**config.mk**
```make
export PLATFORM = sky130hd
export DESIGN_NAME = keyed_wdog
export DESIGN_NICKNAME = d
export VERILOG_FILES = /design/src/rtl/kwd_pkg.sv /design/src/rtl/kwd_keydec.sv /design/src/rtl/kwd_prescale.sv /design/src/rtl/kwd_counter.sv /design/src/rtl/keyed_wdog.sv
export SDC_FILE = /design/constraint.sdc
export NUM_CORES = 1
export LEC_CHECK = 0
export BUFFER_PORTS_ARGS = -buffer_cell sky130_fd_sc_hd__buf_2
export CAP_MARGIN = 20
export CORE_MARGIN = 2
export CORE_UTILIZATION = 50
export DETAILED_ROUTE_END_ITERATION = 10
export PLACE_DENSITY = 0.7
export SLEW_MARGIN = 10
export SYNTH_ARGS = -nofsm -noshare
export SYNTH_HDL_FRONTEND = slang
export SYNTH_SLANG_ARGS = --single-unit
```
**constraint.sdc**
```tcl
create_clock -name clk -period 6.45 [get_ports clk]
set_input_delay 0.645 -clock clk [delete_from_list [all_inputs] [get_ports clk]]
set_output_delay 0.645 -clock clk [all_outputs]
set_load 0.01 [all_outputs]
```
**src/rtl/kwd_pkg.sv**
```systemverilog
`timescale 1ns/1ps
package kwd_pkg;
  localparam logic [3:0] OFS_CTRL  = 4'h0;
  localparam logic [3:0] OFS_COUNT = 4'h4;
  localparam logic [3:0] OFS_LIMIT = 4'h8;

  localparam logic [31:0] KEY_OPEN_W  = 32'hD928_C520;
  localparam logic [31:0] KEY_SERVE_W = 32'hB480_A602;
  localparam logic [31:0] KEY_OPEN_LO  = 32'h0000_C520;
  localparam logic [31:0] KEY_OPEN_HI  = 32'h0000_D928;
  localparam logic [31:0] KEY_SERVE_LO = 32'h0000_A602;
  localparam logic [31:0] KEY_SERVE_HI = 32'h0000_B480;

  localparam int B_STP  = 0;
  localparam int B_WT   = 1;
  localparam int B_UPD  = 5;
  localparam int B_EN   = 7;
  localparam int B_SEL  = 8;
  localparam int B_RCS  = 10;
  localparam int B_ULK  = 11;
  localparam int B_PRE  = 12;
  localparam int B_W32  = 13;
  localparam int B_FLAG = 14;

  typedef enum logic [1:0] {HALF_NONE, HALF_OPEN, HALF_SERVE} half_e;

  typedef struct packed {
    logic       w32;
    logic       pre;
    logic [1:0] sel;
    logic       en;
    logic       upd;
    logic       wt;
    logic       stp;
  } ctl_t;

  function automatic ctl_t ctl_from_word(input logic [31:0] w);
    ctl_t c;
    c.w32 = w[B_W32];
    c.pre = w[B_PRE];
    c.sel = w[B_SEL+1:B_SEL];
    c.en  = w[B_EN];
    c.upd = w[B_UPD];
    c.wt  = w[B_WT];
    c.stp = w[B_STP];
    return c;
  endfunction

  function automatic logic [31:0] ctl_to_word(input ctl_t c, input logic flag,
                                              input logic ulk, input logic rcs);
    logic [31:0] w;
    w = '0;
    w[B_W32] = c.w32;
    w[B_PRE] = c.pre;
    w[B_SEL+1:B_SEL] = c.sel;
    w[B_EN]  = c.en;
    w[B_UPD] = c.upd;
    w[B_WT]  = c.wt;
    w[B_STP] = c.stp;
    w[B_FLAG] = flag;
    w[B_ULK] = ulk;
    w[B_RCS] = rcs;
    return w;
  endfunction
endpackage

```
**src/rtl/kwd_keydec.sv**
```systemverilog
`timescale 1ns/1ps
module kwd_keydec
  import kwd_pkg::*;
(
  input  logic        clk,
  input  logic        rst_n,
  input  logic        mode_w32,
  input  logic        cnt_wr,
  input  logic        other_wr,
  input  logic [31:0] wdata,
  output logic        open_hit,
  output logic        serve_hit
);
  half_e half_q, half_d;

  always_comb begin
    open_hit  = 1'b0;
    serve_hit = 1'b0;
    half_d    = half_q;
    if (other_wr) begin
      half_d = HALF_NONE;
    end else if (cnt_wr) begin
      half_d = HALF_NONE;
      if (mode_w32) begin
        open_hit  = (wdata == KEY_OPEN_W);
        serve_hit = (wdata == KEY_SERVE_W);
      end else if (half_q == HALF_OPEN && wdata == KEY_OPEN_HI) begin
        open_hit = 1'b1;
      end else if (half_q == HALF_SERVE && wdata == KEY_SERVE_HI) begin
        serve_hit = 1'b1;
      end else if (wdata == KEY_OPEN_LO) begin
        half_d = HALF_OPEN;
      end else if (wdata == KEY_SERVE_LO) begin
        half_d = HALF_SERVE;
      end
    end
  end

  always_ff @(posedge clk) begin
    if (!rst_n) half_q <= HALF_NONE;
    else        half_q <= half_d;
  end
endmodule

```
**src/rtl/kwd_prescale.sv**
```systemverilog
`timescale 1ns/1ps
module kwd_prescale #(
  parameter int PRE_W = 8
) (
  input  logic clk,
  input  logic rst_n,
  input  logic run_tick,
  input  logic pre_en,
  input  logic clr,
  output logic step
);
  logic [PRE_W-1:0] div_q;

  assign step = run_tick && (!pre_en || (&div_q));

  always_ff @(posedge clk) begin
    if (!rst_n || clr)          div_q <= '0;
    else if (run_tick && pre_en) div_q <= div_q + 1'b1;
  end
endmodule

```
**src/rtl/kwd_counter.sv**
```systemverilog
`timescale 1ns/1ps
module kwd_counter #(
  parameter int CNT_W = 16
) (
  input  logic             clk,
  input  logic             rst_n,
  input  logic             step,
  input  logic             clr,
  input  logic [CNT_W-1:0] limit,
  output logic [CNT_W-1:0] count,
  output logic             fire_now,
  output logic             fire_q
);
  localparam logic [CNT_W:0] ONE = 1;
  logic [CNT_W:0] nxt;

  assign nxt      = {1'b0, count} + ONE;
  assign fire_now = step && !clr && (nxt >= {1'b0, limit});

  always_ff @(posedge clk) begin
    if (!rst_n) begin
      count  <= '0;
      fire_q <= 1'b0;
    end else begin
      fire_q <= fire_now;
      if (clr || fire_now) count <= '0;
      else if (step)       count <= nxt[CNT_W-1:0];
    end
  end
endmodule

```
**src/rtl/keyed_wdog.sv**
```systemverilog
`timescale 1ns/1ps
module keyed_wdog
  import kwd_pkg::*;
#(
  parameter int              ADDR_W    = 4,
  parameter int              CNT_W     = 16,
  parameter int              PRE_W     = 8,
  parameter int              WIN_CYC   = 128,
  parameter logic [CNT_W-1:0] TOVAL_RST = 16'h1000
) (
  input  logic              clk,
  input  logic              rst_n,
  input  logic              bus_wr,
  input  logic [ADDR_W-1:0] bus_addr,
  input  logic [31:0]       bus_wdata,
  output logic [31:0]       bus_rdata,
  input  logic              src_tick,
  input  logic              core_wait,
  input  logic              core_stop,
  output logic              rst_req
);
  localparam int WIN_W = $clog2(WIN_CYC + 1);
  localparam logic [WIN_W-1:0] WIN_LAST = WIN_W'(WIN_CYC - 1);
  localparam ctl_t CTL_RST = '{w32: 1'b0, pre: 1'b0, sel: 2'b00, en: 1'b0,
                               upd: 1'b1, wt: 1'b0, stp: 1'b0};

  ctl_t             ctl_q;
  logic             ulk_q, rcs_q, flag_q;
  logic [WIN_W-1:0] win_q;
  logic [CNT_W-1:0] toval_q;
  logic [CNT_W-1:0] count;
  logic             open_hit, serve_hit, open_ok;
  logic             cs_wr, to_wr, cnt_wr;
  logic             apply_cs, apply_to, clr, run, step, fire_now;

  assign cs_wr  = bus_wr && (bus_addr == ADDR_W'(OFS_CTRL));
  assign to_wr  = bus_wr && (bus_addr == ADDR_W'(OFS_LIMIT));
  assign cnt_wr = bus_wr && (bus_addr == ADDR_W'(OFS_COUNT));

  assign apply_cs = cs_wr && ulk_q;
  assign apply_to = to_wr && ulk_q;
  assign open_ok  = open_hit && ctl_q.upd;
  assign clr      = serve_hit || apply_cs || apply_to;
  assign run      = ctl_q.en && !(core_wait && !ctl_q.wt) && !(core_stop && !ctl_q.stp);

  kwd_keydec u_keys (
    .clk      (clk),
    .rst_n    (rst_n),
    .mode_w32 (ctl_q.w32),
    .cnt_wr   (cnt_wr),
    .other_wr (bus_wr && !cnt_wr),
    .wdata    (bus_wdata),
    .open_hit (open_hit),
    .serve_hit(serve_hit)
  );

  kwd_prescale #(.PRE_W(PRE_W)) u_pre (
    .clk     (clk),
    .rst_n   (rst_n),
    .run_tick(src_tick && run),
    .pre_en  (ctl_q.pre),
    .clr     (clr),
    .step    (step)
  );

  kwd_counter #(.CNT_W(CNT_W)) u_cnt (
    .clk     (clk),
    .rst_n   (rst_n),
    .step    (step),
    .clr     (clr),
    .limit   (toval_q),
    .count   (count),
    .fire_now(fire_now),
    .fire_q  (rst_req)
  );

  always_ff @(posedge clk) begin
    if (!rst_n) begin
      ulk_q <= 1'b0;
      win_q <= '0;
    end else if (open_ok) begin
      ulk_q <= 1'b1;
      win_q <= '0;
    end else if (ulk_q) begin
      win_q <= win_q + 1'b1;
      if (apply_cs || win_q == WIN_LAST) ulk_q <= 1'b0;
    end
  end

  always_ff @(posedge clk) begin
    if (!rst_n) begin
      ctl_q   <= CTL_RST;
      toval_q <= TOVAL_RST;
      rcs_q   <= 1'b0;
      flag_q  <= 1'b0;
    end else begin
      if (apply_cs) ctl_q <= ctl_from_word(bus_wdata);
      if (apply_to) toval_q <= bus_wdata[CNT_W-1:0];
      if (open_ok)                    rcs_q <= 1'b0;
      else if (apply_cs || apply_to) rcs_q <= 1'b1;
      if (fire_now)                          flag_q <= 1'b1;
      else if (cs_wr && bus_wdata[B_FLAG])   flag_q <= 1'b0;
    end
  end

  always_comb begin
    unique case (bus_addr)
      ADDR_W'(OFS_CTRL):  bus_rdata = ctl_to_word(ctl_q, flag_q, ulk_q, rcs_q);
      ADDR_W'(OFS_COUNT): bus_rdata = 32'(count);
      ADDR_W'(OFS_LIMIT): bus_rdata = 32'(toval_q);
      default:            bus_rdata = '0;
    endcase
  end
endmodule

```
### Word-level counts from Yosys, hierarchy flattened

Cells that the tools add are included.

| word-level totals | value |
|---|---|
| bits in registers | 62 |
| input bits | 42 |
| output and inout port bits | 33 |

| cells by class | value |
|---|---|
| add/subtract/negate cells | 3 |
| $lt $le $gt $ge | 1 |
| equal/unequal tests | 11 |
| mux-type cells | 20 |
| bitwise logic cells | 1 |
| reductions and logical operators | 40 |

Operators with widths:

| operator | count |
|---|---|
| $eq A32 B16 Y1 const B | 4 |
| $eq A32 B32 Y1 const B | 2 |
| $pmux W16 S3 | 1 |
| $logic_and A1 B1 Y1 | 19 |
| $add A16 B1 Y17 const B | 1 |
| $ge A17 B16 Y1 | 1 |
| $add A8 B1 Y8 const B | 2 |
| $mux W1 | 14 |
| $mux W2 | 5 |
| $eq A8 B7 Y1 const B | 1 |
| $logic_not A1 Y1 | 8 |
| $reduce_and A8 Y1 | 1 |
| $logic_or A1 B1 Y1 | 7 |
| $reduce_or A2 Y1 | 3 |
| $eq A4 B3 Y1 const B | 1 |
| $eq A4 B4 Y1 const B | 1 |
| $logic_not A4 Y1 | 1 |
| $eq A2 B1 Y1 const B | 1 |
| $eq A2 B2 Y1 const B | 1 |
| $reduce_bool A2 Y1 | 1 |
| $not A1 Y1 | 1 |

### Logic depth before layout (Yosys ltp)

Gate-level depths: netlist (run 1).

| depth | value |
|---|---|
| word-level depth | 14 |
| mapped depth | 14 |
| depth with buffers taken out | 12 |

### Hierarchy

Synthesis (run 1) repeated with hierarchy kept, for this count alone.

| second synthesis, totals | value |
|---|---|
| cell total of the unflattened synthesis | 494 |
| area, all modules | 4027.6 um^2 |

Modules (own cells, without submodules):

| module | instances | cells each | area an instance (um^2) |
|---|---|---|---|
| keyed_wdog | 1 | 224 | 1921.8 |
| kwd_counter | 1 | 181 | 1421.4 |
| kwd_prescale | 1 | 44 | 375.4 |
| kwd_keydec | 1 | 45 | 309.0 |

### Worst setup path before layout (run 1)

OpenSTA, ideal clock, no wires.

| path | value |
|---|---|
| path kind | reg-to-reg |
| start | reg u_cnt.count[0] |
| end | reg u_cnt.count[8] |
| setup time | 75 ps |
| arrival time | 3188 ps |
| data required time | 6375 ps |
| slack | 3187 ps |
| stages on the path, launching flop included | 15 |
| path buffers | 2 |
| clock period less this slack | 3263 ps |
| cell sequence | dfxtp_1 -> ha_1 -> nand3_2 -> nand2b_1 -> buf_6 -> or4_4 -> xnor2_1 -> ha_1 -> a211oi_1 -> o21ai_1 -> a211o_1 -> a311oi_2 -> buf_4 -> nand3_1 -> a31oi_1 |

| on the way | value |
|---|---|
| cells in the longest elaborated chain, start to end | 5 |

RTL lines:

| element | line | source |
|---|---|---|
| start, declared | kwd_counter.sv:10 | `output logic [CNT_W-1:0] count,` |
| start signal, assigned | kwd_counter.sv:27 | `else if (step) count <= nxt[CNT_W-1:0];` |
| $add A16 B1 Y17 | kwd_counter.sv:17 | `assign nxt = {1'b0, count} + ONE;` |
| named net u_cnt.nxt[14] | kwd_counter.sv:15 | `logic [CNT_W:0] nxt;` |
| $ge A17 B16 Y1 | kwd_counter.sv:18 | `assign fire_now = step && !clr && (nxt >= {1'b0, limit});` |
| $logic_and A1 B1 Y1 | kwd_counter.sv:18 |  |
| $logic_or A1 B1 Y1 | kwd_counter.sv:26 | `if (clr \|\| fire_now) count <= '0;` |
| $reduce_or A2 Y1 (no line) | - |  |

The timed path passes the listed nets, and every way through them passes these cells.
A chain may end at the register's enable or synchronous reset.

### Final worst setup path (run 1)

| path | value |
|---|---|
| start | reg u_cnt.count[0] |
| end | reg u_cnt.count[7] |

Same word-level chain as after synthesis.

==> run metrics, run 1 <==
status=finished, final reports clean; # resized after CTS=0; share of layout cells above drive strength 1=0.175; asr flop ratio synth=0; worst-margin pin slew=1.02 ns; sequential share of the synthesized area=0.306; gpl congestion=0.874; clock sinks=62; final setup skew=0.0105 ns; wire length of the first global-routing pass=16800 um; total gr overflow=0; R2R setup slack=2.78 ns; Slowest Stage Delay on Critical Path=0.57 ns; DRC Markers=0; max-slew violation count=0; number of global-route vias before repair=3461; Critical Path Most Common Cell=ha_1; Setup Total Neg Slack=0 ns; Pre-antenna DRT Iters=5; VDD IR max=0.125 mV; Max-Cap Viols=0; H-tree levels=3; largest net degree at the start of global routing=33; Core Region=0.00781 mm2; Worst Path Arrival=3.95 ns; wirelength, routed=10400 um; CTS Root Cell=clkbuf_8; antenna violations before repair=0; initial core utilization=0.520; Initial DRC Count=243; Post-Syn Instances=519; port bufs=58; Crit Path Category=flip-flop to flip-flop; clock-pin slew on the worst setup and hold paths=0.07 ns; max_slew headroom=0.317; CP max-delay cell=or4_4; Max clock buf depth=2; Row Count=32; CTS tree=built; Vias=3795; CP cell instances=ha_1 -> nand3_2 -> nand2b_1 -> or4_4 -> xnor2_1 -> ha_1 -> a211oi_1 -> o21ai_1 -> a211o_1 -> a311oi_2 -> buf_4 -> a21bo_2 -> a21oi_1; post-route ant nets=0; die area=0.00885 mm2; CTS Buf Count=9; Tot GR Track Use=0.244; Placed Cells=652; main flop type after synthesis=dfxtp_1; WL per Instance=15.5 um; Critical Path RT=6.73 ns; Vias per Instance=5.68; die height=94.1 um; DP Wirelength=7740 um; FMAX=272 MHz; PD cells=196 mW/mm2; synth unique cells=67; Die X=94.1 um; Post-Layout Cell Count=668; CP Max Fanout=24; min cycle time layout=3.67 ns; insertion delay to the later sink of the worst-skew pair=0.36 ns; I/O pin total=75; Power, Total=891 uW; antenna diode count=0; crit path launch type=flip-flop; syn_area_per_cell=7.82 um2; period utilization=0.569; Leak Pwr=1.69 nW; Hold Vio Cnt, Final=0; Post-CTS Setup Bufs=0; NumNets Final=622; RSZ-0062 raised after global routing=no; Post-Syn Area=0.00406 mm2; flops & latches, synth=62; hold_buf cts=0; Hold WC Path Type=flip-flop to flip-flop; EDFF count, synth=0; Area Overhead vs Synth=12.0%; critical path endpoint category=flip-flop; Synthesis Warnings=0; final setup fails=0
==> final cells by class <==
class                           instances  area [um2]
Fill cell                             741        3260
Multi-Input combinational cell        399        2510
Sequential cell                        62        1240
Timing Repair Buffer                   63         335
Clock buffer                           12         155
Tap cell                              102         128
Inverter                               26        97.6
Clock inverter                          4        77.6
==> metal layers <==
| layer | wire length (um) | up-vias | global-route usage | part of all wire |
|---|---|---|---|---|
| li1 | - | 1870 | - | - |
| met1 | 4670 | 1799 | 0.321 | 0.45 |
| met2 | 4890 | 116 | 0.398 | 0.47 |
| met3 | 670 | 10 | 0.0514 | 0.065 |
| met4 | 135 | 0 | 0.0797 | 0.013 |
| met5 | 0 | - | 0 | 0 |
==> flip-flops by register name, indices dropped and copies added, names as in the netlist <==
register       cells
toval_q           16
u_keys.half_q      2
rcs_q              1
flag_q             1
ctl_q              8
u_cnt.count       16
win_q              8
ulk_q              1
u_pre.div_q        8
u_cnt.fire_q       1
==> worst paths after layout <==
check             cells past startpoint                        start                     endpoint
hold reg to reg                       2     toval_q[11]$_SDFFE_PN0P_     toval_q[11]$_SDFFE_PN0P_
setup reg to reg                     13  u_cnt.count[0]$_SDFFE_PP0P_  u_cnt.count[7]$_SDFFE_PP0P_
setup / recovery                     13  u_cnt.count[0]$_SDFFE_PP0P_  u_cnt.count[7]$_SDFFE_PP0P_
hold / removal                        2     toval_q[11]$_SDFFE_PN0P_     toval_q[11]$_SDFFE_PN0P_
==> logic make-up after synthesis <==
kind of cell | count (synthesis) | share of synthesized area
xor+xnor | 24 | 0.0518
simple gates | 235 | 0.305
buf+inv | 73 | 0.0897
compound gates | 92 | 0.156
flops | 62 | 0.306
other cells | 1 | 0.000924
fa+ha+maj | 19 | 0.0586
mux | 13 | 0.0321
==> cell usage in the layout, fill, tap and decap left out, types with 16 or more instances in the layout <==
| cell | count |
|---|---|
| conb_1 | 16 |
| dfxtp_1 | 62 |
| buf_2 | 58 |
| nand3_1 | 30 |
| nor2_1 | 28 |
| ha_1 | 19 |
| inv_1 | 26 |
| nand4_1 | 17 |
| nand2_1 | 90 |
| a21oi_1 | 16 |
==> report_power, final <==
| part | switching (mW) | internal, mW | leakage, nW | total (mW) |
|---|---|---|---|---|
| clock | 0.162 | 0.241 | 0.117 | 0.403 |
| sequential | 0.0105 | 0.387 | 0.500 | 0.398 |
| combinational | 0.0538 | 0.0369 | 1.07 | 0.0907 |
| total | 0.226 | 0.665 | 1.69 | 0.891 |
==> worst max-delay path: cells and delay by family, from the launching register on <==
family	cells	cell delay, ns
adders and majority gates	2	0.48
xor gates and xnor gates	1	0.14
AOI/OAI and AO/OA	6	1.17
and+or+nand+nor	3	1.06
buffers and inverters	1	0.30
DFF	1	0.43
==> synth_stat cells (2+ instances only) <==
cell type / instances / area share
nor3_2: 3 / 0.0074
nor2_1: 28 / 0.026
buf_4: 20 / 0.037
mux2i_1: 13 / 0.032
a21bo_2: 2 / 0.0049
nor4_2: 2 / 0.0062
buf_2: 5 / 0.0062
nand3b_1: 2 / 0.0037
o21ai_1: 5 / 0.0062
nor3b_1: 3 / 0.0056
nor4b_2: 2 / 0.0074
nand2b_1: 2 / 0.0031
o21ai_0: 15 / 0.019
a21boi_1: 10 / 0.019
or3_1: 9 / 0.014
nor4_1: 4 / 0.0062
or4_4: 2 / 0.0056
a22o_1: 5 / 0.011
inv_1: 26 / 0.024
clkbuf_1: 19 / 0.018
o21a_1: 3 / 0.0056
a21oi_1: 16 / 0.020
or4b_1: 3 / 0.0074
nand2_1: 90 / 0.083
ha_1: 19 / 0.059
and4_1: 2 / 0.0043
nand4_1: 17 / 0.026
xor2_1: 9 / 0.019
dfxtp_1: 62 / 0.31
or4_1: 2 / 0.0037
nand3_1: 30 / 0.037
nor2b_1: 8 / 0.012
a21boi_0: 12 / 0.022
a31oi_1: 7 / 0.011
nor3_1: 15 / 0.019
o22ai_1: 2 / 0.0031
xnor2_1: 15 / 0.032
==> through the flow <==
step                      instance area [um2]  setup slack (ns)   util  hold WS [ns]
after CTS                                4540              2.78  0.582         0.476
after detailed placement                 4310              2.83  0.552         0.465
after global placement                   4300              2.89  0.550         0.456
final                                    4540              2.78  0.582         0.477
after floorplan                          4110              3.19      -         0.443
after global routing                     4540              2.45  0.582         0.492
No activity file was read; power rests on OpenSTA's default activity.
==> run 2, diff against run 1 <==
--- a/config.mk
+++ b/config.mk
@@ -10,7 +10,7 @@
 export CORE_MARGIN = 2
 export CORE_UTILIZATION = 50
 export DETAILED_ROUTE_END_ITERATION = 10
-export PLACE_DENSITY = 0.7
+export PLACE_DENSITY = 0.73
 export SLEW_MARGIN = 10
 export SYNTH_ARGS = -nofsm -noshare
 export SYNTH_HDL_FRONTEND = slang
==> constraint.sdc (replaced) <==
create_clock -name clk -period 3.2 [get_ports clk]
set_input_delay 0.32 -clock clk [delete_from_list [all_inputs] [get_ports clk]]
set_output_delay 0.32 -clock clk [all_outputs]
set_load 0.01 [all_outputs]
==> run metrics, run 2 (synthesis results as in run 1) <==
insertion delay to the later sink of the worst-skew pair=0.35 ns (about the same); Critical Path RT=3.48 ns (-3.25 ns); antenna violations before repair=0 (unchanged); Cell Int Power=1.34 mW (+100%); CP Max Fanout=7 (-71%); largest net degree at the start of global routing=33 (unchanged); max_slew headroom=0.554 (+0.236); hold_buf cts=0 (unchanged); combinational share of power=0.139 (+0.037); wirelength, routed=11200 um (+7.6%); Reg power frac=0.436 (-0.010); post-layout util=0.611 (+0.0295); Worst Path Arrival=3.38 ns (-0.57 ns); post-route ant nets=0 (unchanged); commonest cells after routing, fill and taps aside=nand2_1 (90), dfxtp_1 (58), buf_2 (58); Pre-antenna DRT Iters=5 (unchanged); Switch Pwr=490 uW (+120%); Max clock buf depth=2 (unchanged); Design Area, Final=0.00477 mm2 (+5.1%); Clk pwr share=0.426 (-0.026); Max-Cap Viols=0 (unchanged); DRC Markers=0 (unchanged); Leak Pwr=1.82 nW (+7.3%); Core Region=0.00781 mm2 (unchanged); CTS Buf Count=9 (unchanged); min cycle time layout=3.10 ns (-0.572 ns); hold path start=bus_wdata[2]; Die X=94.1 um (unchanged); status=finished, final reports clean; worst-margin pin slew=0.667 ns (-0.351 ns); Hold Vio Cnt, Final=0 (unchanged); commonest non-fill, non-tap cell in the layout=nand2_1; port bufs=58 (unchanged); top flop regs=toval_q: 16 flops, u_cnt.count: 16 flops; clock-pin slew on the worst setup and hold paths=0.07 ns (about the same); Area Overhead vs Synth=17.6%; CTS Root Cell=clkbuf_8; filler cell count in the final layout=701 (-5.4%); Crit path buffers/inverters=2 (+1); switch share=0.268 (+0.0140); Vias per Instance=5.74 (+1.1%); Setup Slack @ Placement=-0.0505 ns (-2.88 ns); wire length of the first global-routing pass=18300 um (+8.7%); total gr overflow=0 (unchanged); Vias=3957 (+4.3%); PD cells=383 mW/mm2 (+95%); Worst Hold Path EP=toval_q[2]$_SDFFE_PN0P_; Setup Total Neg Slack=0 ns (unchanged); FMAX=323 MHz (+18%); Top Family by Delay on Critical Path=compound AO/OA/AOI/OAI gates; antenna diode count=0 (unchanged); R2R setup slack=0.10 ns (-2.68 ns); CP cell instances=ha_4 -> nand3_2 -> nand2b_4 -> or4_4 -> xnor2_1 -> ha_2 -> a211oi_2 -> o21ai_1 -> a211o_1 -> a311oi_4 -> buf_12 -> buf_6 -> nand4_1 -> a21oi_1; gpl congestion=0.937 (+7.2%); Slowest Stage Delay on Critical Path=0.51 ns (-0.06 ns); Worst R2R Start=u_cnt.count[1]$_SDFFE_PP0P_; NumNets Final=643 (+3.4%); Worst R2R End=u_cnt.count[1]$_SDFFE_PP0P_; clock sinks=62 (unchanged); period utilization=0.969 (+0.399); RSZ-0062 raised after global routing=no; crit path launch type=flip-flop; final setup margin=0.100 ns (-2.68 ns); Crit Path Category=flip-flop to flip-flop; Hold WC Path Type=primary input to flip-flop; H-tree levels=3 (unchanged); worst hold path stage count=3 (+1); Initial DRC Count=219 (-9.9%); critical path endpoint category=flip-flop; Tot GR Track Use=0.263 (+0.0189); Row Count=32 (unchanged); WL per Instance=16.2 um (+4.3%); final setup skew=0.00569 ns (-0.00477 ns); initial core utilization=0.520 (unchanged); final setup fails=0 (unchanged); die height=94.1 um (unchanged); share of layout cells above drive strength 1=0.225 (+0.0500); die area=0.00885 mm2 (unchanged); CP max-delay cell=or4_4; I/O pin total=75 (unchanged); max-slew violation count=0 (unchanged); VDD IR max=0.286 mV (+130%); CTS tree=built; DP Wirelength=8220 um (+6.3%); dpl cell area=0.00443 mm2 (+2.8%); Power, Total=1.83 mW (+100%); number of global-route vias before repair=3780 (+9.2%); Register-to-Register Path Depth=14 (+1)
run 2: changes by cell type in the layout (fill, tap and decap cells not counted), moves of 2 or more:
cell        change
buf_4          +19
clkbuf_8        -2
clkinvlp_4      +2
dfxtp_2         +4
ha_1            -2
dfxtp_1         -4
run 2: what timing repair did:
action,CTS,global route
pin swaps,4,5
buffers inserted,5,0
gates cloned,1,0
endpoints found under the setup margin,3,18
gates resized for setup,10,5
run 2: layout make-up:
class / instances / area, um2 / share of cell area
inverters: 26 / 97.6 / 0.0204
well taps: 102 / 128 / 0.0267
flip-flops and latches: 62 / 1250 / 0.261
clock buffers: 9 / 124 / 0.0260
repair buffers: 84 / 522 / 0.109
clock inverters: 7 / 97.6 / 0.0204
multi-input cells: 399 / 2560 / 0.536
run 2: power by group through the flow:
stage	clock, mW	combinational (mW)	sequential, mW
after global routing	0.820	0.271	0.797
final	0.777	0.253	0.796
after floorplan	0	0.150	0.799
after CTS	0.788	0.248	0.795
after global placement	0	0.196	0.812
after detailed placement	0	0.201	0.813
run 2: how the worst max path moves through the flow:
stage                     depth (start not counted)                           to                   startpoint  slack, ns
after detailed placement                         13  u_cnt.count[5]$_SDFFE_PP0P_  u_cnt.count[0]$_SDFFE_PP0P_      -0.05
after global placement                           13  u_cnt.count[5]$_SDFFE_PP0P_  u_cnt.count[0]$_SDFFE_PP0P_       0.12
after global routing                             14  u_cnt.count[6]$_SDFFE_PP0P_  u_cnt.count[0]$_SDFFE_PP0P_      0.002
final                                            14  u_cnt.count[1]$_SDFFE_PP0P_  u_cnt.count[1]$_SDFFE_PP0P_       0.10
after floorplan                                  14  u_cnt.count[8]$_SDFFE_PP0P_  u_cnt.count[0]$_SDFFE_PP0P_       0.01
after CTS                                        13  u_cnt.count[9]$_SDFFE_PP0P_  u_cnt.count[3]$_SDFFE_PP0P_       0.01
run 2: stage by stage:
stage                     cells  hold WS [ns]
after global placement      667         0.454
final                       689         0.234
after detailed placement    667         0.467
after floorplan             534         0.443
after global routing        689         0.225
after CTS                   689         0.225
run 2: worst reg2reg max path, cell delays in order, from the launching register on:
cell and delay, ns:
dfxtp_2 0.35, ha_4 0.16, nand3_2 0.08, nand2b_4 0.16, or4_4 0.51, xnor2_1 0.15
ha_2 0.20, a211oi_2 0.20, o21ai_1 0.10, a211o_1 0.27, a311oi_4 0.29, buf_12 0.17
buf_6 0.13, nand4_1 0.10, a21oi_1 0.16
run 2: routing by layer:
metal  vias to the layer above  GRT usage  part of all wire
li1                       1913          -                 -
met1                      1865      0.330              0.44
met2                       149      0.435              0.48
met3                        30     0.0554             0.060
met4                         0      0.111             0.024
met5                         -          0                 0
